File: config.mk
export PLATFORM = sky130hd
export DESIGN_NAME = region_fence
export DESIGN_NICKNAME = d
export VERILOG_FILES = /design/src/rtl/region_fence_pkg.sv /design/src/rtl/region_fence_regs.sv /design/src/rtl/region_fence_seq.sv /design/src/rtl/region_fence_clamp.sv /design/src/rtl/region_fence.sv
export SDC_FILE = /design/constraint.sdc
export NUM_CORES = 1
export LEC_CHECK = 0
export BUFFER_PORTS_ARGS = -buffer_cell sky130_fd_sc_hd__clkbuf_2
export CAP_MARGIN = 20
export CORE_AREA = 2 2 86 88
export CTS_CLUSTER_SIZE = 10
export DETAILED_ROUTE_END_ITERATION = 8
export DIE_AREA = 0 0 88 90
export PLACE_DENSITY_LB_ADDON = 0.1
export SLEW_MARGIN = 5
export SYNTH_ARGS = -nofsm -noshare
export SYNTH_HDL_FRONTEND = slang
export SYNTH_HIERARCHICAL = 1
export SYNTH_SLANG_ARGS = --single-unit
File: constraint.sdc
create_clock -name clk -period 1.42 [get_ports clk]
set_clock_uncertainty 0.15 [all_clocks]
set_input_delay 0.142 -clock clk [delete_from_list [all_inputs] [get_ports clk]]
set_output_delay 0.142 -clock clk [all_outputs]
set_load 0.02 [all_outputs]
File: src/rtl/region_fence_pkg.sv
package region_fence_pkg;

    localparam int DATA_W = 32;
    localparam int CB_W   = 32;
    localparam int ADDR_W = 2;
    localparam int BUS_W  = DATA_W + 2;

    typedef enum logic [ADDR_W-1:0] {
        ADDR_CTRL  = 2'd0,
        ADDR_STAT  = 2'd1,
        ADDR_IRQEN = 2'd2,
        ADDR_NONE  = 2'd3
    } reg_addr_e;

    typedef struct packed {
        logic rst;
        logic iso;
    } ctrl_t;

    typedef struct packed {
        logic pending;
        logic active;
        logic rst;
        logic iso;
    } status_t;

    typedef struct packed {
        logic [DATA_W-1:0] data;
        logic              valid;
        logic              req;
    } rgn_bus_t;

    function automatic rgn_bus_t idle_bus(input logic [DATA_W-1:0] idle_word);
        rgn_bus_t b;
        b.data  = idle_word;
        b.valid = 1'b0;
        b.req   = 1'b0;
        return b;
    endfunction

endpackage

File: src/rtl/region_fence_regs.sv
module region_fence_regs
    import region_fence_pkg::*;
(
    input  logic              clk,
    input  logic              rst,
    input  logic              cb_sel,
    input  logic              cb_wr,
    input  logic [ADDR_W-1:0] cb_addr,
    input  logic [CB_W-1:0]   cb_wdata,
    input  status_t           status,
    output ctrl_t             ctrl_q,
    output ctrl_t             ctrl_nxt,
    output logic              rst_load,
    output logic              irq_en,
    output logic [CB_W-1:0]   cb_rdata
);

    logic wr_ctrl;
    logic wr_irqen;

    assign wr_ctrl  = cb_sel && cb_wr && (reg_addr_e'(cb_addr) == ADDR_CTRL);
    assign wr_irqen = cb_sel && cb_wr && (reg_addr_e'(cb_addr) == ADDR_IRQEN);

    always_comb begin
        ctrl_nxt = ctrl_q;
        if (wr_ctrl) begin
            ctrl_nxt.iso = cb_wdata[0];
            ctrl_nxt.rst = cb_wdata[1];
        end
    end

    assign rst_load = wr_ctrl && cb_wdata[1];

    always_ff @(posedge clk) begin
        if (rst) begin
            ctrl_q <= '{rst: 1'b1, iso: 1'b1};
            irq_en <= 1'b0;
        end else begin
            ctrl_q <= ctrl_nxt;
            if (wr_irqen) begin
                irq_en <= cb_wdata[0];
            end
        end
    end

    always_comb begin
        cb_rdata = '0;
        unique case (reg_addr_e'(cb_addr))
            ADDR_CTRL:  cb_rdata[1:0] = ctrl_q;
            ADDR_STAT:  cb_rdata[3:0] = status;
            ADDR_IRQEN: cb_rdata[0]   = irq_en;
            default:    cb_rdata      = '0;
        endcase
    end

endmodule

File: src/rtl/region_fence_seq.sv
module region_fence_seq
    import region_fence_pkg::*;
#(
    parameter int RST_HOLD = 16
) (
    input  logic  clk,
    input  logic  rst,
    input  ctrl_t ctrl_nxt,
    input  logic  rst_load,
    input  logic  irq_en,
    output logic  rst_act,
    output logic  iso_act,
    output logic  active,
    output logic  irq
);

    localparam int CNT_W = $clog2(RST_HOLD + 1);
    localparam logic [CNT_W-1:0] HOLD_LOAD = CNT_W'(RST_HOLD - 1);

    logic [CNT_W-1:0] hold_cnt;
    logic [CNT_W-1:0] hold_cnt_nxt;
    logic             rst_nxt;
    logic             iso_nxt;
    logic             active_prev;

    always_comb begin
        rst_nxt      = rst_act;
        hold_cnt_nxt = hold_cnt;
        if (rst_load) begin
            rst_nxt      = 1'b1;
            hold_cnt_nxt = HOLD_LOAD;
        end else if (rst_act) begin
            if (hold_cnt != '0) begin
                hold_cnt_nxt = hold_cnt - 1'b1;
            end else if (!ctrl_nxt.rst) begin
                rst_nxt = 1'b0;
            end
        end
    end

    // fence follows reset up at once and stays one extra cycle after release
    assign iso_nxt = ctrl_nxt.iso | rst_act | rst_nxt;
    assign active  = !iso_act && !rst_act;

    always_ff @(posedge clk) begin
        if (rst) begin
            rst_act     <= 1'b1;
            hold_cnt    <= HOLD_LOAD;
            iso_act     <= 1'b1;
            active_prev <= 1'b0;
            irq         <= 1'b0;
        end else begin
            rst_act     <= rst_nxt;
            hold_cnt    <= hold_cnt_nxt;
            iso_act     <= iso_nxt;
            active_prev <= active;
            irq         <= irq_en && (active ^ active_prev);
        end
    end

endmodule

File: src/rtl/region_fence_clamp.sv
module region_fence_clamp #(
    parameter int          W    = 34,
    parameter logic [W-1:0] IDLE = '0
) (
    input  logic         clk,
    input  logic         rst,
    input  logic         fence,
    input  logic [W-1:0] din,
    output logic [W-1:0] dout
);

    for (genvar i = 0; i < W; i++) begin : g_bit
        always_ff @(posedge clk) begin
            if (rst) begin
                dout[i] <= IDLE[i];
            end else begin
                dout[i] <= fence ? IDLE[i] : din[i];
            end
        end
    end

endmodule

File: src/rtl/region_fence.sv
module region_fence
    import region_fence_pkg::*;
#(
    parameter int                RST_HOLD  = 16,
    parameter logic [DATA_W-1:0] IDLE_DATA = '0
) (
    input  logic              clk,
    input  logic              rst,
    input  logic              cb_sel,
    input  logic              cb_wr,
    input  logic [ADDR_W-1:0] cb_addr,
    input  logic [CB_W-1:0]   cb_wdata,
    output logic [CB_W-1:0]   cb_rdata,
    input  logic [DATA_W-1:0] rgn_data_i,
    input  logic              rgn_valid_i,
    input  logic              rgn_req_i,
    output logic [DATA_W-1:0] st_data_o,
    output logic              st_valid_o,
    output logic              st_req_o,
    output logic              rgn_rst_o,
    output logic              irq_o
);

    localparam rgn_bus_t IDLE_BUS = idle_bus(IDLE_DATA);

    ctrl_t    ctrl_q;
    ctrl_t    ctrl_nxt;
    status_t  status;
    logic     rst_load;
    logic     irq_en;
    logic     rst_act;
    logic     iso_act;
    logic     active;
    rgn_bus_t rgn_bus;
    rgn_bus_t st_bus;

    assign status.iso     = iso_act;
    assign status.rst     = rst_act;
    assign status.active  = active;
    assign status.pending = iso_act && !ctrl_q.iso;

    region_fence_regs u_regs (
        .clk      (clk),
        .rst      (rst),
        .cb_sel   (cb_sel),
        .cb_wr    (cb_wr),
        .cb_addr  (cb_addr),
        .cb_wdata (cb_wdata),
        .status   (status),
        .ctrl_q   (ctrl_q),
        .ctrl_nxt (ctrl_nxt),
        .rst_load (rst_load),
        .irq_en   (irq_en),
        .cb_rdata (cb_rdata)
    );

    region_fence_seq #(.RST_HOLD(RST_HOLD)) u_seq (
        .clk      (clk),
        .rst      (rst),
        .ctrl_nxt (ctrl_nxt),
        .rst_load (rst_load),
        .irq_en   (irq_en),
        .rst_act  (rst_act),
        .iso_act  (iso_act),
        .active   (active),
        .irq      (irq_o)
    );

    assign rgn_bus.data  = rgn_data_i;
    assign rgn_bus.valid = rgn_valid_i;
    assign rgn_bus.req   = rgn_req_i;

    region_fence_clamp #(.W(BUS_W), .IDLE(IDLE_BUS)) u_clamp (
        .clk   (clk),
        .rst   (rst),
        .fence (iso_act),
        .din   (rgn_bus),
        .dout  (st_bus)
    );

    assign st_data_o  = st_bus.data;
    assign st_valid_o = st_bus.valid;
    assign st_req_o   = st_bus.req;
    assign rgn_rst_o  = rst_act;

endmodule

==> impl_metrics.sql, run 1 <==
INSERT INTO impl_metrics (metric_group, metric, value, unit) VALUES
('setup_path', 'highest_net_fanout_along_the_worst_path', '6', ''),
('grt', 'globalRoute.totalOverflow', '0', ''),
('setup_path', 'setup.worst_path.start_class', 'flop', ''),
('clock_network', 'cts_max_path_buffers', '2', ''),
('sta', 'final.period_utilization', '110.1', '%'),
('setup_path', 'critical_path.endpoint', 'u_seq/hold_cnt[1]', ''),
('clock_network', 'clock_latency_late_sink', '0.29', 'ns'),
('sta', 'timing.final.setup_violations', '6', ''),
('floorplanning', 'dieArea', '7920', 'um2'),
('setup_path', 'startpoint', 'u_seq/hold_cnt[0]', ''),
('yosys', 'syn_area_per_cell', '11.71', 'um2'),
('grt', 'first_global_vias', '1456', ''),
('route', 'wl_final', '4408', 'um'),
('finish', 'final_net_count', '382', ''),
('grt', 'grt_max_degree', '30', ''),
('setup_path', 'path_buf_inv', '1', ''),
('yosys', 'top_post_synthesis_cells_by_area', 'sky130_fd_sc_hd__dfxtp_1 (45%), sky130_fd_sc_hd__nor3b_2 (19%), sky130_fd_sc_hd__buf_4 (11%), sky130_fd_sc_hd__buf_6 (3.9%), sky130_fd_sc_hd__mux2i_1 (2.5%)', ''),
('sta', 'finalMaxSlewViolations', '0', ''),
('floorplanning', 'floorplan.core_area', '7020', 'um2'),
('route', 'drt-pass1-iter-count', '2', ''),
('worst_hold_path', 'hp-class', 'input port to flop', ''),
('finish', 'final_layout_size_suffix_gt1_share', '53.72', '%'),
('floorplanning', 'pin_count', '140', ''),
('outcome', 'outcome', 'finished with violations', ''),
('pwr', 'power-per-cell-area', '857.6', 'nW/um2'),
('setup_path', 'reg2reg_slack', '-0.14', 'ns'),
('yosys', 'asyncSetResetFlopFracSynth', '0', '%'),
('yosys', 'synth_edf_count', '0', ''),
('clock_network', 'clkSinkCount', '46', ''),
('setup_path', 'crit_type', 'flop to flop', ''),
('yosys', 'synthDominantAreaCellType', 'sky130_fd_sc_hd__dfxtp_1', ''),
('yosys', 'synth_largest_type_area_fraction', '45.46', '%'),
('setup_path', 'end_kind', 'flop', ''),
('place', 'detailed_place_hpwl', '3005', 'um'),
('place', 'buffer_ports.inserted', '81', ''),
('route', 'avgViaCountPerCell', '3.848', ''),
('finish', 'fill_count', '680', ''),
('clock_network', 'cts_htree_levels', '2', ''),
('place', 'dpl_cell_area', '2514', 'um2'),
('yosys', 'ys_seq_area_share', '45.46', '%'),
('clock_network', 'root_buffer', 'sky130_fd_sc_hd__clkbuf_8', ''),
('yosys', 'yosys_most_used_dff', 'sky130_fd_sc_hd__dfxtp_1', ''),
('yosys', 'synth-warning-count', '6', ''),
('clock_network', 'num_cts_buffers', '5', ''),
('floorplanning', 'die_y', '90', 'um'),
('sta', 'rsz_0062_raised_after_global_routing', 'true', ''),
('yosys', 'syn-cell-area', '2026', 'um2'),
('sta', 'fmaxAchievable', '639.4', 'MHz'),
('place', 'gp_routability_congestion', '0.6853', ''),
('setup_path', 'r2r_start', 'u_seq/hold_cnt[0]', ''),
('job', 'maxCapViolations', '0', ''),
('finish', 'multi_input_comb_area', '947.2', 'um2'),
('setup_path', 'cp_data_required_time', '1.49', 'ns'),
('sta', 'max_slew.worst_pin.slew', '0.4999', 'ns'),
('route', 'drtIter0Drc', '38', ''),
('yosys', 'synthTopCellsByCount', 'sky130_fd_sc_hd__dfxtp_1 (46), sky130_fd_sc_hd__buf_4 (30), sky130_fd_sc_hd__nor3b_2 (30)', ''),
('floorplanning', 'floorplan.initialDensity', '28.85', '%'),
('route', 'drtAntennaViolNets', '0', ''),
('setup_path', 'cp_data_arrival_time', '1.63', 'ns'),
('outcome', 'failed_checks', 'setup timing', ''),
('yosys', 'synthMostInstantiatedCell', 'sky130_fd_sc_hd__dfxtp_1', ''),
('sta', 'final.setup.tns', '-0.5445', 'ns'),
('clock_network', 'tritoncts', 'yes', ''),
('setup_path', 'critical_path_max_stage_delay', '0.51', 'ns'),
('finish', 'layout.area.seq', '933.4', 'um2'),
('floorplanning', 'fp.dieW', '88', 'um'),
('setup_path', 'timing.reg2reg.worst_path_depth', '5', ''),
('route', 'dr_total_vias', '1570', ''),
('grt', 'grt_pass1_wl', '6775', 'um'),
('sta', 'final.setup.worst_slack', '-0.1440', 'ns'),
('yosys', 'synth_cells', '173', '');
==> how the worst min path moves through the flow <==
| stage | from | to | slack (ns) | cells after the start |
|---|---|---|---|---|
| after floorplan | rst | u_seq/active_prev | 0.06 | 1 |
| after global placement | rgn_data_i[20] | u_clamp/dout[22] | 0.23 | 2 |
| after detailed placement | rgn_data_i[0] | u_clamp/dout[2] | 0.23 | 2 |
| after CTS | cb_wdata[1] | u_regs/ctrl_q[1] | 0.002 | 3 |
| after global routing | cb_wdata[1] | u_regs/ctrl_q[1] | 0.03 | 3 |
| final | cb_wdata[1] | u_regs/ctrl_q[1] | 0.01 | 3 |
==> cell usage in the layout, fill, tap and decap left out, types with 2 or more instances in the layout <==
master	n
sky130_fd_sc_hd__conb_1	28
sky130_fd_sc_hd__mux2_4	2
sky130_fd_sc_hd__dfxtp_4	2
sky130_fd_sc_hd__nor3b_2	30
sky130_fd_sc_hd__nand2_1	2
sky130_fd_sc_hd__ha_4	2
sky130_fd_sc_hd__buf_6	2
sky130_fd_sc_hd__nor2_1	7
sky130_fd_sc_hd__mux2i_1	5
sky130_fd_sc_hd__clkbuf_8	5
sky130_fd_sc_hd__dlygate4sd3_1	35
sky130_fd_sc_hd__nand2b_1	2
sky130_fd_sc_hd__dfxtp_2	4
sky130_fd_sc_hd__nor3b_1	5
sky130_fd_sc_hd__inv_4	2
sky130_fd_sc_hd__a21oi_1	3
sky130_fd_sc_hd__and2_4	2
sky130_fd_sc_hd__buf_4	24
sky130_fd_sc_hd__dfxtp_1	40
sky130_fd_sc_hd__or4b_4	2
sky130_fd_sc_hd__clkbuf_2	78
==> report_power, final <==
group / internal (mW) / leakage (nW) / total [mW] / switching, mW
combinational: 0.201 / 0.932 / 0.374 / 0.174
sequential: 1.30 / 0.371 / 1.30 / 0.00898
clock: 0.525 / 0.0514 / 0.957 / 0.432
==> through the flow <==
stage               total power, mW  cells  hold slack [ns]  setup WS [ns]  util [%]
floorplan                     1.567    200          0.06308        -0.1062         -
global placement              1.614    360           0.2282        -0.1681     35.80
detailed placement            1.613    360           0.2324        -0.1629     35.80
CTS                           2.683    404         0.001864        -0.1389     43.02
global route                  2.771    408          0.02979        -0.1801     43.79
finish                        2.636    408          0.01068        -0.1440     43.79
==> registers in the layout, summed over array words and instances, names as in the netlist <==
name and flops:
u_seq/irq 1, u_seq/rst_act 1, u_regs/irq_en 1, u_seq/hold_cnt 5
u_regs/ctrl_q 2, u_seq/active_prev 1, u_seq/iso_act 1, u_clamp/dout 34
==> routing by layer <==
metal,vias up,part of all wire (%),GRT usage (%)
li1,796,-,-
met1,717,43,13.11
met2,55,51,18.43
met3,2,5.3,2.847
met4,0,0.54,3.462
met5,-,0,0
==> worst min-delay path, cell delays in order <==
cell                       delay [ns]
sky130_fd_sc_hd__clkbuf_2        0.10
sky130_fd_sc_hd__nor2_1          0.05
sky130_fd_sc_hd__mux2i_1         0.12
==> kinds of logic (layout without fill, tap and decap cells) <==
logic type,count (synthesis),count (layout),share of synthesized area [%]
AND/OR/NAND/NOR,65,65,29.71
flip-flops,46,46,45.46
AO/OA/AOI/OAI,10,10,3.273
buffers and inverters,41,150,15.75
multiplexers,7,7,3.953
XOR/XNOR,1,1,0.4324
adder cells (fa/ha/maj),2,2,1.235
other,1,28,0.1851
==> cell type report <==
cell class                      instances  area share (%)
Multi-Input combinational cell        113           30.81
Timing Repair Buffer                  139           30.69
Sequential cell                        46           30.36
Tap cell                               99           4.029
Clock buffer                            6           2.361
Clock inverter                          2           1.221
Inverter                                3          0.5291
==> what timing repair did <==
action                                  in CTS  in global routing
hold buffers                                35                  0
setup buffers                                1                  4
pin swaps                                    1                  5
endpoints found under the setup margin       9                 10
hold endpoints to repair                    36                  0
resized for setup                           12                 11
Power figures use the tool's default switching activity.
==> inputs of run 2 (changes only) <==
Settings changed: PLACE_DENSITY_LB_ADDON 0.1 to 0.3.
==> impl_metrics.sql, run 2 (same netlist as run 1, synthesis figures left out) <==
INSERT INTO impl_metrics (metric_group, metric, value, unit) VALUES
('setup_path', 'cp_data_arrival_time', '1.65', 'ns'),
('clock_network', 'cts_htree_levels', '2', ''),
('sta', 'period_needed', '1.573', 'ns'),
('setup_path', 'crit_type', 'flop to flop', ''),
('finish', 'layout.area.seq', '929.6', 'um2'),
('clock_network', 'tritoncts', 'yes', ''),
('floorplanning', 'floorplan.core_area', '7020', 'um2'),
('pwr', 'power-per-cell-area', '854.6', 'nW/um2'),
('route', 'drt-pass1-iter-count', '4', ''),
('pwr', 'p_leak', '1.371', 'nW'),
('place', 'buffer_ports.inserted', '81', ''),
('finish', 'final_net_count', '382', ''),
('finish', 'area_growth_syn_to_layout', '53.43', '%'),
('grt', 'grt_max_degree', '40', ''),
('finish', 'largest_register_ffs', '34', ''),
('clock_network', 'worst_setup_hold_path_clk_slew', '0.08', 'ns'),
('grt', 'antenna_found_initial', '0', ''),
('setup_path', 'setup.worst_path.start_class', 'flop', ''),
('sta', 'final.setup.tns', '-0.5128', 'ns'),
('setup_path', 'r2r_start', 'u_seq/hold_cnt[1]', ''),
('setup_path', 'timing.reg2reg.worst_path_depth', '6', ''),
('route', 'avgViaCountPerCell', '3.951', ''),
('route', 'drcViolationCount', '0', ''),
('setup_path', 'end_kind', 'flop', ''),
('grt', 'grt_pass1_wl', '6596', 'um'),
('finish', 'multi_input_comb_area', '954.7', 'um2'),
('route', 'drtAntennaViolNets', '0', ''),
('setup_path', 'timing.rr.end', 'u_seq/hold_cnt[4]', ''),
('floorplanning', 'fp.dieW', '88', 'um'),
('outcome', 'failed_checks', 'setup timing', ''),
('place', 'detailed_place_hpwl', '2675', 'um'),
('floorplanning', 'die_y', '90', 'um'),
('sta', 'fmaxAchievable', '635.7', 'MHz'),
('finish', 'final_layout_size_suffix_gt1_share', '53.57', '%'),
('worst_hold_path', 'timing.hold.worst.start', 'cb_wr', ''),
('clock_network', 'clkSinkCount', '46', ''),
('route', 'dr_total_vias', '1608', ''),
('setup_path', 'critical_path.endpoint', 'u_seq/hold_cnt[4]', ''),
('sta', 'worst_hold_slack', '0.01728', 'ns'),
('grt', 'gr-usage-all-layers', '10.50', '%'),
('outcome', 'outcome', 'finished with violations', ''),
('finish', 'fin_util', '44.27', '%'),
('route', 'wl_final', '4320', 'um'),
('finish', 'count_of_placed_standard_cells_in_the_final_layout_fillers_left_out', '407', ''),
('clock_network', 'num_cts_buffers', '5', ''),
('pwr', 'finalPower', '2.656', 'mW'),
('sta', 'finalMaxSlewViolations', '0', ''),
('finish', 'reg.largest.list', 'u_clamp/dout x34, u_seq/hold_cnt x5, u_regs/ctrl_q x2', ''),
('worst_hold_path', 'hp-class', 'input port to flop', ''),
('job', 'maxCapViolations', '0', ''),
('clock_network', 'root_buffer', 'sky130_fd_sc_hd__clkbuf_8', ''),
('finish', 'mostFrequentLayoutCells', 'sky130_fd_sc_hd__clkbuf_2 (79), sky130_fd_sc_hd__dfxtp_1 (41), sky130_fd_sc_hd__dlygate4sd3_1 (37), sky130_fd_sc_hd__nor3b_2 (30), sky130_fd_sc_hd__conb_1 (28)', ''),
('sta', 'timing.final.setup_violations', '7', ''),
('pwr', 'max-vdd-ir-drop', '0.0003096', 'V'),
('setup_path', 'startpoint', 'u_seq/hold_cnt[1]', ''),
('clock_network', 'clock_latency_late_sink', '0.29', 'ns'),
('floorplanning', 'floorplan.initialDensity', '28.85', '%'),
('setup_path', 'cp_data_required_time', '1.50', 'ns'),
('finish', 'antenna_cells', '0', ''),
('finish', 'registers.top_by_ff_count', 'u_clamp/dout', ''),
('sta', 'final.setup.worst_slack', '-0.1530', 'ns'),
('floorplanning', 'dieArea', '7920', 'um2'),
('grt', 'first_global_vias', '1504', ''),
('clock_network', 'cts_max_path_buffers', '2', ''),
('sta', 'final.period_utilization', '110.8', '%'),
('setup_path', 'highest_net_fanout_along_the_worst_path', '3', ''),
('grt', 'globalRoute.totalOverflow', '0', ''),
('finish', 'fill_count', '615', ''),
('finish', 'layout.cells.most_common', 'sky130_fd_sc_hd__clkbuf_2', ''),
('floorplanning', 'row_count', '31', ''),
('route', 'routed_wire_length_per_instance', '10.61', 'um'),
('setup_path', 'reg2reg_slack', '-0.15', 'ns'),
('sta', 'finalHoldViolations', '0', ''),
('route', 'drtIter0Drc', '43', ''),
('floorplanning', 'pin_count', '140', ''),
('sta', 'rsz_0062_raised_after_global_routing', 'true', ''),
('place', 'dp.cells', '357', ''),
('place', 'gp_routability_congestion', '0.6733', '');
## run 2: what timing repair did
action                                  in CTS  in global routing
pin swaps                                    2                  5
hold buffers                                37                  0
buffers inserted                             2                  4
hold endpoints to repair                    36                  0
gates cloned                                 0                  0
gates resized for setup                      9                 12
endpoints found under the setup margin       9                 10
## run 2: how the worst min path moves through the flow
stage               slack, ns  cells after the start                end
global route             0.01                      3      u_regs/irq_en
floorplan                0.06                      1  u_seq/active_prev
detailed placement       0.23                      2   u_clamp/dout[28]
finish                   0.02                      3      u_regs/irq_en
CTS                     0.005                      3      u_regs/irq_en
global placement         0.23                      2    u_clamp/dout[2]
## run 2: critical path, cell delays in order, from the launching register on
cell and delay, ns:
sky130_fd_sc_hd__dfxtp_2 0.34, sky130_fd_sc_hd__inv_4 0.07, sky130_fd_sc_hd__buf_4 0.11, sky130_fd_sc_hd__ha_4 0.13, sky130_fd_sc_hd__nand2_2 0.06, sky130_fd_sc_hd__or4b_4 0.52, sky130_fd_sc_hd__a21oi_2 0.14
## run 2: per-layer routing
| layer | global-route usage, % | wire length, um | up-vias |
|---|---|---|---|
| met4 | 4.615 | 65 | 0 |
| met2 | 19.26 | 2237 | 69 |
| met5 | 0 | 0 | - |
| li1 | - | - | 799 |
| met1 | 10.64 | 1667 | 736 |
| met3 | 3.122 | 349 | 4 |
## run 2: final cells by class
cell class | count | area share (%)
multi-input combinational | 113 | 30.72
inverter | 3 | 0.5233
sequential | 46 | 29.91
clock buffer | 6 | 2.657
tap | 99 | 3.986
clock inverter | 1 | 0.9662
timing repair buffer | 139 | 31.24
## run 2: where the power goes
| part | leakage (nW) | switching [mW] | total [mW] | internal [mW] |
|---|---|---|---|---|
| registers | 0.370 | 0.00915 | 1.31 | 1.30 |
| clock network | 0.0573 | 0.402 | 0.965 | 0.563 |
| logic | 0.944 | 0.176 | 0.385 | 0.209 |
| total | 1.37 | 0.588 | 2.66 | 2.07 |
## run 2: stage by stage
step | setup WS [ns] | instance area [um2]
after global routing | -0.2035 | 3108
after floorplan | -0.1062 | 2157
after global placement | -0.1901 | 2516
after detailed placement | -0.1596 | 2516
final | -0.1530 | 3108
after CTS | -0.1335 | 3044
==> inputs of run 3 (changes only) <==
Settings changed: CELL_PAD_IN_SITES_DETAIL_PLACEMENT set to 1, CELL_PAD_IN_SITES_GLOBAL_PLACEMENT set to 1, CORE_AREA 2 2 86 88 to 2 2 90 92, DIE_AREA 0 0 88 90 to 0 0 92 94.
==> impl_metrics.sql, run 3 (same netlist as run 1, synthesis figures left out) <==
INSERT INTO impl_metrics (metric_group, metric, value, unit) VALUES
('grt', 'gr-usage-all-layers', '11.90', '%'),
('pwr', 'max-vdd-ir-drop', '0.0003377', 'V'),
('sta', 'rsz_0062_raised_after_global_routing', 'true', ''),
('clock_network', 'clkSinkCount', '46', ''),
('sta', 'fmaxAchievable', '631.7', 'MHz'),
('job', 'maxCapViolations', '0', ''),
('sta', 'final.period_utilization', '111.5', '%'),
('route', 'dr_total_vias', '1615', ''),
('place', 'dp.cells', '360', ''),
('finish', 'final_layout_size_suffix_gt1_share', '53.25', '%'),
('clock_network', 'clock_latency_late_sink', '0.29', 'ns'),
('sta', 'final.setup.tns', '-0.7200', 'ns'),
('sta', 'finalHoldViolations', '0', ''),
('finish', 'registers.top_by_ff_count', 'u_clamp/dout', ''),
('finish', 'area_growth_syn_to_layout', '53.80', '%'),
('grt', 'grt_max_degree', '42', ''),
('setup_path', 'end_kind', 'flop', ''),
('sta', 'finalMaxSlewViolations', '0', ''),
('place', 'detailed_place_hpwl', '3099', 'um'),
('setup_path', 'critical_path.endpoint', 'u_seq/hold_cnt[1]', ''),
('route', 'routed_wire_length_per_instance', '12.41', 'um'),
('grt', 'globalRoute.totalOverflow', '0', ''),
('sta', 'worst_hold_slack', '0.006623', 'ns'),
('clock_network', 'cts_max_path_buffers', '2', ''),
('finish', 'mostFrequentLayoutCells', 'sky130_fd_sc_hd__clkbuf_2 (77), sky130_fd_sc_hd__dfxtp_1 (40), sky130_fd_sc_hd__dlygate4sd3_1 (36), sky130_fd_sc_hd__nor3b_2 (30), sky130_fd_sc_hd__conb_1 (28)', ''),
('floorplanning', 'floorplan.core_area', '7607', 'um2'),
('finish', 'largest_register_ffs', '34', ''),
('grt', 'first_global_vias', '1628', ''),
('pwr', 'power-per-cell-area', '911.2', 'nW/um2'),
('place', 'buffer_ports.inserted', '81', ''),
('place', 'post_place_setup_slack', '-0.1803', 'ns'),
('setup_path', 'setup.worst_path.start_class', 'flop', ''),
('floorplanning', 'row_count', '32', ''),
('floorplanning', 'die_y', '94', 'um'),
('clock_network', 'tritoncts', 'yes', ''),
('finish', 'final_net_count', '381', ''),
('pwr', 'finalPower', '2.839', 'mW'),
('setup_path', 'cp_data_arrival_time', '1.66', 'ns'),
('finish', 'antenna_cells', '0', ''),
('grt', 'antenna_found_initial', '0', ''),
('floorplanning', 'floorplan.initialDensity', '26.63', '%'),
('clock_network', 'worst_setup_hold_path_clk_slew', '0.09', 'ns'),
('clock_network', 'cts_htree_levels', '2', ''),
('setup_path', 'timing.reg2reg.worst_path_depth', '5', ''),
('floorplanning', 'fp.dieW', '92', 'um'),
('route', 'drtIter0Drc', '6', ''),
('setup_path', 'cp_data_required_time', '1.49', 'ns'),
('place', 'gp_routability_congestion', '0.7023', ''),
('place', 'dpl_cell_area', '2507', 'um2'),
('route', 'drcViolationCount', '0', ''),
('clock_network', 'root_buffer', 'sky130_fd_sc_hd__clkbuf_8', ''),
('setup_path', 'highest_net_fanout_along_the_worst_path', '6', ''),
('worst_hold_path', 'hp-class', 'input port to flop', ''),
('route', 'drtAntennaViolNets', '0', ''),
('grt', 'grt_pass1_wl', '8066', 'um'),
('floorplanning', 'dieArea', '8648', 'um2'),
('sta', 'final.setup.worst_slack', '-0.1629', 'ns'),
('clock_network', 'num_cts_buffers', '5', ''),
('outcome', 'outcome', 'finished with violations', ''),
('finish', 'reg.largest.list', 'u_clamp/dout x34, u_seq/hold_cnt x5, u_regs/ctrl_q x2', ''),
('setup_path', 'reg2reg_slack', '-0.16', 'ns'),
('sta', 'period_needed', '1.583', 'ns'),
('setup_path', 'timing.rr.end', 'u_seq/hold_cnt[1]', ''),
('route', 'drt-pass1-iter-count', '4', ''),
('floorplanning', 'pin_count', '140', ''),
('setup_path', 'startpoint', 'u_seq/hold_cnt[0]', ''),
('finish', 'final_design_area_no_fill', '3115', 'um2'),
('finish', 'count_of_placed_standard_cells_in_the_final_layout_fillers_left_out', '410', ''),
('setup_path', 'crit_type', 'flop to flop', ''),
('pwr', 'p_leak', '1.371', 'nW'),
('route', 'wl_final', '5090', 'um'),
('finish', 'fin_util', '40.95', '%'),
('route', 'avgViaCountPerCell', '3.939', ''),
('finish', 'layout.cells.most_common', 'sky130_fd_sc_hd__clkbuf_2', ''),
('sta', 'timing.final.setup_violations', '6', ''),
('setup_path', 'r2r_start', 'u_seq/hold_cnt[0]', ''),
('outcome', 'failed_checks', 'setup timing', '');
-- run 3: power by group --
group | switching, mW | internal [mW]
clock | 0.451 | 0.705
sequential | 0.00883 | 1.30
combinational | 0.181 | 0.197
-- run 3: repair_timing --
action,CTS,global route
endpoints found under the setup margin,9,10
buffers inserted,1,5
gates resized for setup,10,14
endpoints found under the hold margin,35,0
hold buffers,36,0
cloned,0,0
pin swaps,1,2
-- run 3: metal layers --
layer / GRT usage [%] / vias to the layer above / wire length, um
met5: 0 / - / 0
li1: - / 795 / -
met3: 4.093 / 2 / 394
met1: 13.65 / 742 / 2177
met2: 21.02 / 76 / 2497
met4: 3.358 / 0 / 21
-- run 3: final cells by class --
type / count / area [um2]
Tap cell: 102 / 127.6
Inverter: 3 / 16.27
Multi-Input combinational cell: 113 / 947.2
Sequential cell: 46 / 933.4
Timing Repair Buffer: 138 / 953.4
Fill cell: 885 / 4492
Clock buffer: 5 / 68.82
Clock inverter: 3 / 68.82
-- run 3: critical path: stages (launching register included) --
cell and delay [ns]:
sky130_fd_sc_hd__dfxtp_2 0.34, sky130_fd_sc_hd__inv_4 0.07, sky130_fd_sc_hd__ha_4 0.13, sky130_fd_sc_hd__or4b_4 0.50
sky130_fd_sc_hd__and4_4 0.19, sky130_fd_sc_hd__a31oi_4 0.13
-- run 3: worst min path at each step --
stage,to,cells after the start,slack (ns),from
5_1_grt,u_regs/ctrl_q[1],3,0.02,cb_wdata[1]
2_1_floorplan,u_seq/active_prev,1,0.06,rst
4_1_cts,u_regs/ctrl_q[1],3,0.0008,cb_wdata[1]
6_report,u_regs/ctrl_q[1],3,0.007,cb_wdata[1]
3_3_place_gp,u_clamp/dout[11],2,0.23,rgn_data_i[9]
3_5_place_dp,u_clamp/dout[24],2,0.23,rgn_data_i[22]
